[config.mk]
export PLATFORM = sky130hd
export DESIGN_NAME = matwalk_serial_hash
export DESIGN_NICKNAME = d
export VERILOG_FILES = /design/src/rtl/matwalk_serial_hash.sv
export SDC_FILE = /design/constraint.sdc
export NUM_CORES = 1
export LEC_CHECK = 0
export BUFFER_PORTS_ARGS = -buffer_cell sky130_fd_sc_hd__clkbuf_2
export CORE_MARGIN = 2
export CORE_UTILIZATION = 30
export CTS_BUF_LIST = sky130_fd_sc_hd__clkbuf_4
export DETAILED_ROUTE_END_ITERATION = 8
export REMOVE_ABC_BUFFERS = 1
export SYNTH_ARGS = -nofsm -noshare
export SYNTH_HDL_FRONTEND = slang
export SYNTH_SLANG_ARGS = --single-unit
[constraint.sdc]
create_clock -name clk -period 4.3 [get_ports clk]
set_input_delay 0.645 -clock clk [delete_from_list [all_inputs] [get_ports clk]]
set_output_delay 0.645 -clock clk [all_outputs]
set_load 0.1 [all_outputs]
[src/rtl/matwalk_serial_hash.sv]
module matwalk_serial_hash #(
  parameter int          N         = 127,
  parameter logic [N-1:0] POLY     = {{(N-2){1'b0}}, 2'b11},
  parameter logic [63:0] MASK_SEED = 64'h243F6A8885A308D3
) (
  input  logic clk,
  input  logic rst_n,
  input  logic iv_valid,
  input  logic iv_bit,
  input  logic msg_valid,
  input  logic msg_bit,
  input  logic msg_end,
  output logic load_ready,
  output logic msg_ready,
  output logic busy,
  output logic out_valid,
  output logic out_bit
);

  localparam int JW = (N > 2) ? $clog2(N) : 1;
  localparam int CW = $clog2(2 * N);

  function automatic logic [2*N-1:0] expand_mask(input logic [63:0] seed);
    logic [2*N-1:0] r;
    for (int i = 0; i < 2 * N; i++) r[i] = seed[i % 64];
    return r;
  endfunction

  localparam logic [2*N-1:0] MASK   = expand_mask(MASK_SEED);
  localparam logic [N-1:0]   MASK_A = MASK[2*N-1:N];
  localparam logic [N-1:0]   MASK_B = MASK[N-1:0];
  localparam logic [2*N-1:0] MASK_L = {MASK_B, MASK_A};

  typedef enum logic [2:0] {ST_LOAD, ST_IDLE, ST_MSG, ST_FIN, ST_OUT} st_t;

  st_t             st_q;
  logic [N-1:0]    a_q, b_q, am_q, bm_q;
  logic [JW-1:0]   j_q;
  logic [CW-1:0]   cnt_q;
  logic            mb_q, red_q, prev_q;

  logic j_last, cnt_last, m_cur, ax_j, na, nb, take_bit, take_end, red_nxt;

  assign j_last   = (j_q == JW'(N - 1));
  assign cnt_last = (cnt_q == CW'(2 * N - 1));
  assign m_cur    = (st_q == ST_FIN) ? am_q[0] : mb_q;
  assign ax_j     = prev_q ^ (red_q & POLY[j_q]);
  assign na       = ax_j ^ b_q[0];
  assign nb       = m_cur ? (ax_j ^ a_q[0] ^ b_q[0]) : a_q[0];
  assign red_nxt  = (st_q == ST_IDLE) ? a_q[N-1] : na;

  assign load_ready = (st_q == ST_LOAD);
  assign msg_ready  = (st_q == ST_IDLE) || (st_q == ST_MSG && j_last);
  assign busy       = (st_q == ST_MSG) || (st_q == ST_FIN);
  assign out_valid  = (st_q == ST_OUT);
  assign out_bit    = a_q[0];
  assign take_bit   = msg_ready && msg_valid;
  assign take_end   = msg_ready && !msg_valid && msg_end;

  always_ff @(posedge clk or negedge rst_n) begin
    if (!rst_n) begin
      st_q   <= ST_LOAD;
      a_q    <= '0;
      b_q    <= '0;
      am_q   <= '0;
      bm_q   <= '0;
      j_q    <= '0;
      cnt_q  <= '0;
      mb_q   <= 1'b0;
      red_q  <= 1'b0;
      prev_q <= 1'b0;
    end else begin
      case (st_q)
        ST_LOAD: if (iv_valid) begin
          a_q  <= {b_q[0], a_q[N-1:1]};
          b_q  <= {iv_bit, b_q[N-1:1]};
          am_q <= {bm_q[0], am_q[N-1:1]};
          bm_q <= {iv_bit ^ MASK_L[cnt_q], bm_q[N-1:1]};
          if (cnt_last) begin
            cnt_q <= '0;
            st_q  <= ST_IDLE;
          end else begin
            cnt_q <= cnt_q + CW'(1);
          end
        end
        ST_MSG: begin
          a_q    <= {na, a_q[N-1:1]};
          b_q    <= {nb, b_q[N-1:1]};
          am_q   <= {na ^ MASK_A[j_q], am_q[N-1:1]};
          bm_q   <= {nb ^ MASK_B[j_q], bm_q[N-1:1]};
          prev_q <= a_q[0];
          j_q    <= j_q + JW'(1);
          if (j_last) st_q <= ST_IDLE;
        end
        ST_FIN: begin
          a_q    <= {na, a_q[N-1:1]};
          b_q    <= {nb, b_q[N-1:1]};
          prev_q <= a_q[0];
          j_q    <= j_q + JW'(1);
          if (j_last) begin
            am_q   <= {bm_q[0], am_q[N-1:1]};
            bm_q   <= {1'b0, bm_q[N-1:1]};
            j_q    <= '0;
            prev_q <= 1'b0;
            red_q  <= na;
            if (cnt_last) begin
              cnt_q <= '0;
              st_q  <= ST_OUT;
            end else begin
              cnt_q <= cnt_q + CW'(1);
            end
          end
        end
        ST_OUT: begin
          a_q <= {b_q[0], a_q[N-1:1]};
          b_q <= {1'b0, b_q[N-1:1]};
          if (cnt_last) begin
            cnt_q <= '0;
            st_q  <= ST_LOAD;
          end else begin
            cnt_q <= cnt_q + CW'(1);
          end
        end
        default: ;
      endcase
      if (take_bit || take_end) begin
        j_q    <= '0;
        prev_q <= 1'b0;
        red_q  <= red_nxt;
        mb_q   <= msg_bit;
        st_q   <= take_bit ? ST_MSG : ST_FIN;
        if (take_end) cnt_q <= '0;
      end
    end
  end

endmodule

## Yosys cells after proc, flatten, opt, wreduce, memory -nomap -nowiden

Memories as Yosys holds them, arrays and structs flattened.
Index checks and enable logic that the tools add are counted.

- $add $sub $neg: 2
- $lt $le $gt $ge: 2
- Equal/unequal tests: 14
- Multiplexer cells: 41
- Bitwise logic cells: 8
- Reduce and logical (&&, ||, !) cells: 20

Operators with widths:

| cell | number |
|---|---|
| one-hot mux 127 bit (3 select lines) | 4 |
| 2-to-1 mux 127 bit | 6 |
| 2-to-1 mux 8 bit | 5 |
| one-hot mux 8 bit (3 select lines) | 1 |
| 2-to-1 mux 3 bit | 7 |
| 2-to-1 mux 7 bit | 2 |
| one-hot mux 7 bit (2 select lines) | 1 |
| 2-to-1 mux 1 bit | 13 |
| inequality test 3 x 2 -> 1 bit, second input constant | 4 |
| one-hot mux 3 bit (4 select lines) | 1 |
| less-than comparator 8 x 9 -> 1 bit, second input constant | 1 |
| nonzero test 3 bit | 3 |
| adder 8 x 1 -> 8 bit, second input constant | 1 |
| == test 8 bit, second input constant | 1 |
| less-than comparator 7 x 8 -> 1 bit, second input constant | 1 |
| adder 7 x 1 -> 7 bit, second input constant | 1 |
| == test 7 bit, second input constant | 1 |
| AND reduction 7 bit | 1 |
| XOR 1 bit | 7 |
| == test 3 x 2 -> 1 bit, second input constant | 2 |
| inequality test 3 x 1 -> 1 bit, second input constant | 2 |
| nonzero test 5 bit | 1 |
| logical AND 1 bit | 4 |
| inequality test 2 bit, second input constant | 2 |
| other kinds (11) | 15 |

- Bits in registers: 529
- Bits in read-only memories: 640
- Input port bits: 7
- Logic and storage cells: 101
- Memories kept: 4

Memory list:

| memory | words | bits a word | read ports | clocked after memory_dff | wr ports | RTL line | text |
|---|---|---|---|---|---|---|---|
| (no name shown) | 256 | 1 | 1 | 0 | 0 | 78 | `bm_q <= {iv_bit ^ MASK_L[cnt_q], bm_q[N-1:1]};` |
| (no name shown) | 128 | 1 | 1 | 0 | 0 | 90 | `bm_q <= {nb ^ MASK_B[j_q], bm_q[N-1:1]};` |
| (no name shown) | 128 | 1 | 1 | 0 | 0 | 89 | `am_q <= {na ^ MASK_A[j_q], am_q[N-1:1]};` |
| (no name shown) | 128 | 1 | 1 | 0 | 0 | 47 | `assign ax_j = prev_q ^ (red_q & POLY[j_q]);` |

## Longest topological paths before layout

Gate-level depths: netlist of run 1.

- Depth after elaboration: 9
- Depth in mapped cells: 11

## Worst setup path after synthesis of run 1

OpenSTA, ideal clock, no wires.

- Path type: reg-to-output
- From: register st_q[1]
- To: output out_valid
- Arrival: 2.761 ns
- Required time: 3.655 ns
- Setup slack: 0.894 ns
- Stages on the path, launching flop included: 3
- Cell sequence: dfrtp_1 > clkbuf_1 > nor3_1

- Cells in the longest elaborated chain, start to end: 1

RTL lines:

| item | RTL line | text |
|---|---|---|
| start: declaration | 36 | `st_t st_q;` |
| start signal: assignment | 131 | `st_q <= take_bit ? ST_MSG : ST_FIN;` |
| == test 3 bit | 55 | `assign out_valid = (st_q == ST_OUT);` |
| end: declaration | 16 | `output logic out_valid,` |

No other way between the ends.

## Worst setup path in the final report of run 1

- From: register j_q[0]
- To: output msg_ready

- Cells in the longest elaborated chain, start to end: 3

RTL lines:

| item | RTL line | text |
|---|---|---|
| start: declaration | 38 | `logic [JW-1:0] j_q;` |
| start signal: assignment | 92 | `j_q <= j_q + JW'(1);` |
| start signal: assignment | 99 | `j_q <= j_q + JW'(1);` |
| == test 7 bit | 44 | `assign j_last = (j_q == JW'(N - 1));` |
| logical AND 1 bit | 53 | `assign msg_ready = (st_q == ST_IDLE) \|\| (st_q == ST_MSG && j_last);` |
| logical OR 1 bit | 53 |  |
| end: declaration | 14 | `output logic msg_ready,` |

No other way between the ends.

==> results.cfg, run 1 <==
[timing]
setup_violations = 0
finalMaxSlewViolations = 0
rsz0062_at_grt = false
period_share_pct = 89.3
fin_skew_ns = 0.0686
finalSetupTns_ns = 0
max_freq_mhz = 260
hold_viol_final = 0
slew_headroom_pct = 29.7
timing.final.crit_period_ns = 3.84
worst_slew_pin_slew_ns = 1.05

[layout]
fillCellCount = 6772
final_common_cell = nand2_1
syn_to_final_growth_pct = 13.5
layout_common_cells = nand2_1, dfrtp_1, clkbuf_4
final_cell_area_um2 = 23600
stdcell_count = 2942
multi_input_area_um2 = 7070
drive_gt1_share_pct = 16.0
seqCellArea_um2 = 13200
final_nets = 1944

[placed_design]
gp_congestion = 0.787
dp_hpwl_mm = 18.1
io_buffer_count = 11
place_inst = 2717
place_area_um2 = 21900

[route]
drtIter0Drc = 854
routed.top_layer = met4
routedWlPerCell_um = 10.9
via_per_inst = 4.31
vias = 12679
m1WireLength_mm = 14.7
ant_nets = 0
wl_met3_mm = 1.52
drtPass1Iterations = 5
remaining_drc_errors = 0
route.met2.wl_mm = 15.1
wl_mm = 32.1

[setup_path]
required_ns = 3.65
end_kind = primary output
cpMaxStageDelayCell = dfrtp_1
critPathMaxStageDelay_ns = 0.49
cp_cell_sequence = inv_1 > ha_1 > and4_1 > nand4_2 > mux2i_1 > nand2_1 > inv_1 > clkbuf_2
cp.arrival_ns = 3.20
critPathKind = flop to primary output
crit_top_cell = inv_1
setup.worst_path.start_class = flop
worst-path-max-fanout = 11

[synthesis]
avgSynthCellArea_um2 = 11.2
synth-edff-count = 0
synth.cell_area_um2 = 20800
synth-seq-cells = 529
post_synth_num_cell_types = 53
synth-async-reset-ratio_pct = 100
synth_top_flop_cell = dfrtp_1
synthCells = 1858
ys_warn_count = 0
ys_seq_area_share_pct = 63.6

[grt]
grt_pass1_wl_mm = 59.0
grt_max_degree = 131
overflow = 0
antenna_found_initial = 1
grt_pass1_vias = 13325
track_usage_pct = 9.73

[floorplanning]
core_um2 = 68600
rows = 96
die_w_um = 267
floorplan.initialDensity_pct = 30.3
dieArea_um2 = 71500
die_h_um = 267
ios = 12

[clock_network]
cts_root_buf = clkbuf_4
cts.clk_slew.worst_paths_ns = 0.06
clock_latency_ns = 0.93
cts_tree = yes
numCtsBuffers = 135
clock_path_buffers = 3
h-tree-depth = 4
clock-sinks = 529

[power]
power.leakage_nw = 12.7
power_density_nw_per_um2 = 417
ir_worst_vdd_mv = 0.168

[status]
status = finished, final reports clean

[worst_hold_path]
hold_path_class = input port to flop

[job]
max_cap_viol_count = 0
cell families (layout without fill, tap and decap cells):
group,count (synthesis),count (layout),share of synthesized area (%)
simple gates,851,851,15.9
flops,529,529,63.6
mux,268,268,14.4
buf+inv,112,262,2.51
compound gates,78,78,2.47
fa+ha+maj,11,11,0.662
xor+xnor,9,9,0.379
other cells,0,3,0
final cells by class:
class / instances / share of cell area, %
flip-flops and latches: 529 / 56.1
multi-input cells: 1217 / 29.9
clock buffers: 191 / 6.08
well taps: 931 / 4.94
repair buffers: 31 / 1.63
clock inverters: 28 / 1.11
inverters: 12 / 0.191
diodes: 3 / 0.0318
path summary, 6_finish.rpt:
| path | start | to | slack, ns | depth (start not counted) |
|---|---|---|---|---|
| worst min register to register | bm_q[13] | bm_q[12] | 0.44 | 2 |
| worst min-delay path | msg_end | cnt_q[0] | 0.14 | 3 |
| max in group asynchronous | rst_n | b_q[72] | 2.85 | 3 |
| worst max-delay path | j_q[0] | msg_ready | 0.46 | 8 |
| worst max register to register | j_q[0] | bm_q[82] | 1.47 | 9 |
| min in group asynchronous | rst_n | am_q[61] | 0.37 | 2 |
power by group:
group	leakage [nW]	switching, mW	internal (mW)
Clock	1.00	1.94	2.33
Combinational	4.38	0.257	0.183
Sequential	7.36	0.0857	5.05
metrics by stage:
stage / total power, mW / hold slack (ns) / utilization, % / setup slack, ns
6_report: 9.85 / 0.139 / 34.4 / 0.459
3_3_place_gp: 5.65 / 0.447 / 31.9 / 1.41
4_1_cts: 10.1 / 0.00416 / 34.4 / 0.283
5_1_grt: 10.4 / 0.0594 / 34.4 / 0.160
2_1_floorplan: 5.50 / 0.349 / - / -6.46
3_5_place_dp: 5.68 / 0.446 / 31.9 / 1.36
cells in the mapped netlist, types with 2 or more instances:
cell | n | share of area [%]
inv_2 | 2 | 0.036
nand2b_1 | 2 | 0.060
a22o_1 | 2 | 0.084
dfrtp_1 | 529 | 64
a21oi_1 | 23 | 0.55
and3_1 | 2 | 0.060
o21ai_1 | 3 | 0.072
nor2b_1 | 3 | 0.090
a221oi_1 | 2 | 0.084
a221o_1 | 2 | 0.096
xor2_1 | 5 | 0.21
mux2i_1 | 12 | 0.58
buf_4 | 2 | 0.072
o21ai_0 | 12 | 0.29
mux2_2 | 74 | 4.0
a311oi_1 | 2 | 0.084
nand3_1 | 9 | 0.22
mux2_1 | 182 | 9.9
o311ai_1 | 2 | 0.084
a211oi_1 | 8 | 0.29
clkbuf_1 | 26 | 0.47
buf_2 | 70 | 1.7
nor3_1 | 9 | 0.22
nor2_1 | 31 | 0.56
o211ai_1 | 5 | 0.18
nand3b_1 | 4 | 0.14
nand4_1 | 3 | 0.090
a211o_1 | 2 | 0.084
xnor2_1 | 4 | 0.17
ha_1 | 11 | 0.66
a31oi_1 | 4 | 0.12
nand2_1 | 781 | 14
inv_1 | 9 | 0.16
o21a_1 | 2 | 0.072
sequential cells by signal, summed over array words and instances (netlist names):
signal / flops
bm_q: 127
am_q: 127
cnt_q: 8
b_q: 127
st_q: 3
j_q: 7
a_q: 127
mb_q: 1
prev_q: 1
red_q: 1
routing by layer:
metal | vias up | track usage (%)
met4 | 0 | 4.68
met1 | 6200 | 11.5
met5 | - | 0
li1 | 6206 | -
met2 | 196 | 15.8
met3 | 77 | 3.48
critical path, delay by kind of cell (launching register included):
| kind | cells | cell delay [ns] |
|---|---|---|
| buffers and inverters | 3 | 0.70 |
| adder cells (fa/ha/maj) | 1 | 0.22 |
| multiplexers | 1 | 0.21 |
| AND/OR/NAND/NOR | 3 | 0.64 |
| flip-flops | 1 | 0.49 |
what timing repair did:
| item | in CTS | in global routing |
|---|---|---|
| endpoints found under the hold margin | 121 | 0 |
| gates resized for setup | 0 | 0 |
| buffers inserted | 0 | 0 |
| hold buffers | 3 | 0 |
Note: power is estimated with default switching activity, not from simulation.
==> inputs of run 2 (changes only) <==
PLACE_DENSITY = 0.41   (was default)
==> run 2 against run 1 <==
Utilization up 0.54 points. Die area is the same. Fmax is 1.6% higher. Largest cell class unchanged.
==> results.cfg, run 2 (synthesized netlist as in run 1, its figures left out) <==
[power]
fin_total_pwr_mw = 10.5
internal-power_mw = 8.06
ir_worst_vdd_mv = 0.177
power.share.clock_pct = 46.8
combPwrFrac_pct = 4.2
power.leakage_nw = 13.0
power_density_nw_per_um2 = 438
power_switching_mw = 2.43
p_sw_share_pct = 23.1
p_seq_share_pct = 49.0

[route]
drtIter0Drc = 736
remaining_drc_errors = 0
drtPass1Iterations = 5
ant_nets = 0
via_per_inst = 4.34
vias = 12968
routedWlPerCell_um = 11.9
wl_mm = 35.6

[grt]
overflow = 0
grt_pass1_vias = 13381
use_met2_pct = 16.2
top_usage_layer = met2
use_met1_pct = 13.3
grtUsageMet3_pct = 3.58
antenna_found_initial = 1
grt_max_degree = 137
track_usage_pct = 10.7
grt_pass1_wl_mm = 63.3

[floorplanning]
ios = 12
rows = 96
die_w_um = 267
dieArea_um2 = 71500
die_h_um = 267
floorplan.initialDensity_pct = 30.3
core_um2 = 68600

[clock_network]
cts_resized = 0
clock_latency_ns = 0.93
numCtsBuffers = 151
clock_path_buffers = 3
clock-sinks = 529
cts.clk_slew.worst_paths_ns = 0.06
cts_tree = yes
h-tree-depth = 4
cts_root_buf = clkbuf_4

[timing]
worst_slew_pin_slew_ns = 0.821
finalSetupTns_ns = 0
timing.final.crit_period_ns = 3.78
max_freq_mhz = 265
hold_viol_final = 0
holdWs_ns = 0.353
finalMaxSlewViolations = 0
slew_headroom_pct = 45.2
period_share_pct = 87.9
setup_violations = 0
rsz0062_at_grt = false
fin_skew_ns = 0.0411

[placed_design]
gp_congestion = 0.735
dp_hpwl_mm = 18.8
io_buffer_count = 11
place_area_um2 = 21900

[layout]
fillCellCount = 6899
final_cell_area_um2 = 24000
seqCellArea_um2 = 13200
layout_common_cells = nand2_1, dfrtp_1, clkbuf_4
syn_to_final_growth_pct = 15.2
drive_gt1_share_pct = 17.6
final_nets = 1968
final_common_cell = nand2_1
utilization_pct = 34.9
multi_input_area_um2 = 7070

[setup_path]
cp.arrival_ns = 3.13
crit_path_start = j_q[0]
timing.rr.start = j_q[0]
setup.worst_path.start_class = flop
required_ns = 3.65
end_kind = primary output
worst-path-max-fanout = 11
critPathKind = flop to primary output

[job]
max_cap_viol_count = 0

[worst_hold_path]
hold_path_class = input port to flop
hp-start = iv_valid

[status]
status = finished, final reports clean
[run 2: power groups by stage]
stage | Sequential, mW | Clock (mW) | Combinational (mW)
global route | 5.15 | 5.49 | 0.502
CTS | 5.14 | 5.20 | 0.454
detailed placement | 5.23 | 0 | 0.449
finish | 5.14 | 4.91 | 0.438
global placement | 5.23 | 0 | 0.444
floorplan | 5.21 | 0 | 0.293
[run 2: worst max-delay path: stages (launching register included)]
cell and delay (ns):
dfrtp_1 0.49, inv_1 0.15, ha_1 0.22, and4_1 0.23, nand4_2 0.24, mux2i_1 0.21
nand2_1 0.15, inv_1 0.08, clkbuf_2 0.45
[run 2: path summary, 6_finish.rpt]
kind | cells after the start | slack (ns) | endpoint
setup / recovery | 8 | 0.52 | msg_ready
hold / removal | 5 | 0.35 | bm_q[126]
setup reg to reg | 9 | 1.32 | cnt_q[4]
hold reg to reg | 2 | 0.44 | bm_q[79]
max in group asynchronous | 3 | 2.86 | am_q[40]
min in group asynchronous | 2 | 0.37 | a_q[44]
[run 2: final cells by class]
| cell class | count | share of cell area, % |
|---|---|---|
| multi-input cells | 1217 | 29.5 |
| flip-flops and latches | 529 | 55.2 |
| clock inverters | 32 | 1.33 |
| well taps | 931 | 4.86 |
| inverters | 12 | 0.188 |
| clock buffers | 229 | 7.17 |
| repair buffers | 39 | 1.73 |
| diodes | 2 | 0.0209 |
[run 2: timing repair]
action / in CTS / in global routing
hold buffers: 6 / 0
buffers inserted: 0 / 0
hold endpoints to repair: 90 / 0
[run 2: routing by layer]
layer / vias up / share of wire [%]
li1: 6301 / -
met1: 6368 / 47
met2: 207 / 45
met3: 92 / 4.9
met4: 0 / 3.2
met5: - / 0
[run 2: through the flow]
stage / instances / worst slack [ns]
2_1_floorplan: 1758 / -6.46
3_3_place_gp: 2722 / 1.45
3_5_place_dp: 2722 / 1.45
4_1_cts: 2989 / 0.322
5_1_grt: 2991 / 0.107
6_report: 2991 / 0.521
==> inputs of run 3 (changes only) <==
CORE_ASPECT_RATIO = 1.5   (was default)
==> run 3 against run 2 <==
Combinational power increased by 1%. Power is 6.6% lower. Utilization shrank 0.81 points. Fmax grew 2.1%. Critical path type unchanged. Critical endpoint unchanged.
==> results.cfg, run 3 (synthesized netlist as in run 1, its figures left out) <==
[status]
status = finished, final reports clean

[setup_path]
setup.worst_path.start_class = flop
worst-path-max-fanout = 11
required_ns = 3.65
cp.arrival_ns = 3.06
end_kind = primary output
critPathMaxStageDelay_ns = 0.48
r2r_cells = 9
cp_cell_sequence = inv_1 > ha_1 > and4_1 > nand4_2 > mux2i_1 > nand2_1 > inv_1 > clkbuf_2
critPathKind = flop to primary output
cpMaxStageDelayCell = dfrtp_1
crit_top_cell = inv_1

[floorplanning]
floorplan.initialDensity_pct = 30.2
dieArea_um2 = 71500
die_h_um = 326
die_w_um = 219
core_um2 = 68800
ios = 12
rows = 118

[power]
power.share.clock_pct = 43.0
p_sw_share_pct = 23.4
p_seq_share_pct = 52.5
power.leakage_nw = 12.7
power_density_nw_per_um2 = 417
internal-power_mw = 7.50
combPwrFrac_pct = 4.5
fin_total_pwr_mw = 9.79
ir_worst_vdd_mv = 0.180
power_switching_mw = 2.29

[timing]
slew_headroom_pct = 37.9
rsz0062_at_grt = false
fin_skew_ns = 0.0376
setup_violations = 0
hold_viol_final = 0
max_freq_mhz = 270
holdWs_ns = 0.169
period_share_pct = 86.1
worst_slew_pin_slew_ns = 0.931
finalMaxSlewViolations = 0
timing.final.crit_period_ns = 3.70

[grt]
track_usage_pct = 10.5
grt_pass1_wl_mm = 62.9
grt_max_degree = 137
antenna_found_initial = 1
grt_pass1_vias = 13804
overflow = 0

[worst_hold_path]
hold_path_class = input port to flop
holdPathStages = 3

[clock_network]
clock_latency_ns = 0.84
numCtsBuffers = 134
cts_tree = yes
h-tree-depth = 4
ctsHoldBuffers = 2
cts_root_buf = clkbuf_4
clock-sinks = 529
cts_resized = 0
cts.clk_slew.worst_paths_ns = 0.06
cts_setup_buffers = 0
clock_path_buffers = 3

[layout]
drive_gt1_share_pct = 15.8
layout_common_cells = nand2_1, dfrtp_1, clkbuf_4
syn_to_final_growth_pct = 12.9
final_nets = 1943
fillCellCount = 7079
final_common_cell = nand2_1

[route]
vias = 12841
drtPass1Iterations = 4
wl_mm = 35.4
routedWlPerCell_um = 12.2
drtIter0Drc = 550
remaining_drc_errors = 0
via_per_inst = 4.41
ant_nets = 0

[placed_design]
dp_hpwl_mm = 19.4
io_buffer_count = 11
gp_congestion = 0.781

[job]
max_cap_viol_count = 0
==> run 3: metal layers <==
metal	part of all wire [%]	global-route usage, %	vias to the layer above	wire length (um)
li1	-	-	6198	-
met1	43	11.8	6370	15300
met2	49	17.9	180	17500
met3	3.8	2.85	93	1340
met4	3.7	6.04	0	1320
met5	0	0	-	0
==> run 3: per-stage QoR <==
step | area (um2) | utilization, % | setup TNS [ns] | instances | setup slack [ns]
2_1_floorplan | 20300 | - | -2244.35 | 1758 | -6.46
3_3_place_gp | 21800 | 31.7 | 0 | 2687 | 1.47
3_5_place_dp | 21800 | 31.7 | 0 | 2687 | 1.45
4_1_cts | 23500 | 34.1 | 0 | 2906 | 0.465
5_1_grt | 23500 | 34.1 | 0 | 2911 | 0.303
6_report | 23500 | 34.1 | 0 | 2911 | 0.598
==> run 3: cell type report <==
type	instances	area, um2	area share [%]
Antenna cell	5	12.5	0.0533
Clock buffer	192	1440	6.14
Clock inverter	25	200	0.852
Inverter	12	45.0	0.192
Multi-Input combinational cell	1217	7070	30.1
Sequential cell	529	13200	56.4
Tap cell	900	1130	4.79
Timing Repair Buffer	31	358	1.52
==> run 3: worst paths after layout <==
kind,startpoint,end,slack [ns]
min in group asynchronous,rst_n,a_q[59],0.47
worst min register to register,bm_q[30],bm_q[29],0.44
worst max-delay path,j_q[0],msg_ready,0.60
max in group asynchronous,rst_n,b_q[105],2.70
worst min-delay path,msg_valid,cnt_q[4],0.17
worst max register to register,j_q[0],am_q[126],1.50
==> run 3: critical path: cells and delay by family (launching register included) <==
family | cells | cell delay [ns]
adder cells (fa/ha/maj) | 1 | 0.21
buffers and inverters | 3 | 0.68
flip-flops | 1 | 0.48
multiplexers | 1 | 0.22
AND/OR/NAND/NOR | 3 | 0.63
==> run 3: power by group through the flow <==
stage                     Clock (mW)  Sequential [mW]  Combinational, mW
final                           4.21             5.14              0.444
after global routing            4.71             5.15              0.508
after CTS                       4.49             5.14              0.464
after detailed placement           0             5.23              0.460
after global placement             0             5.23              0.458
after floorplan                    0             5.21              0.293
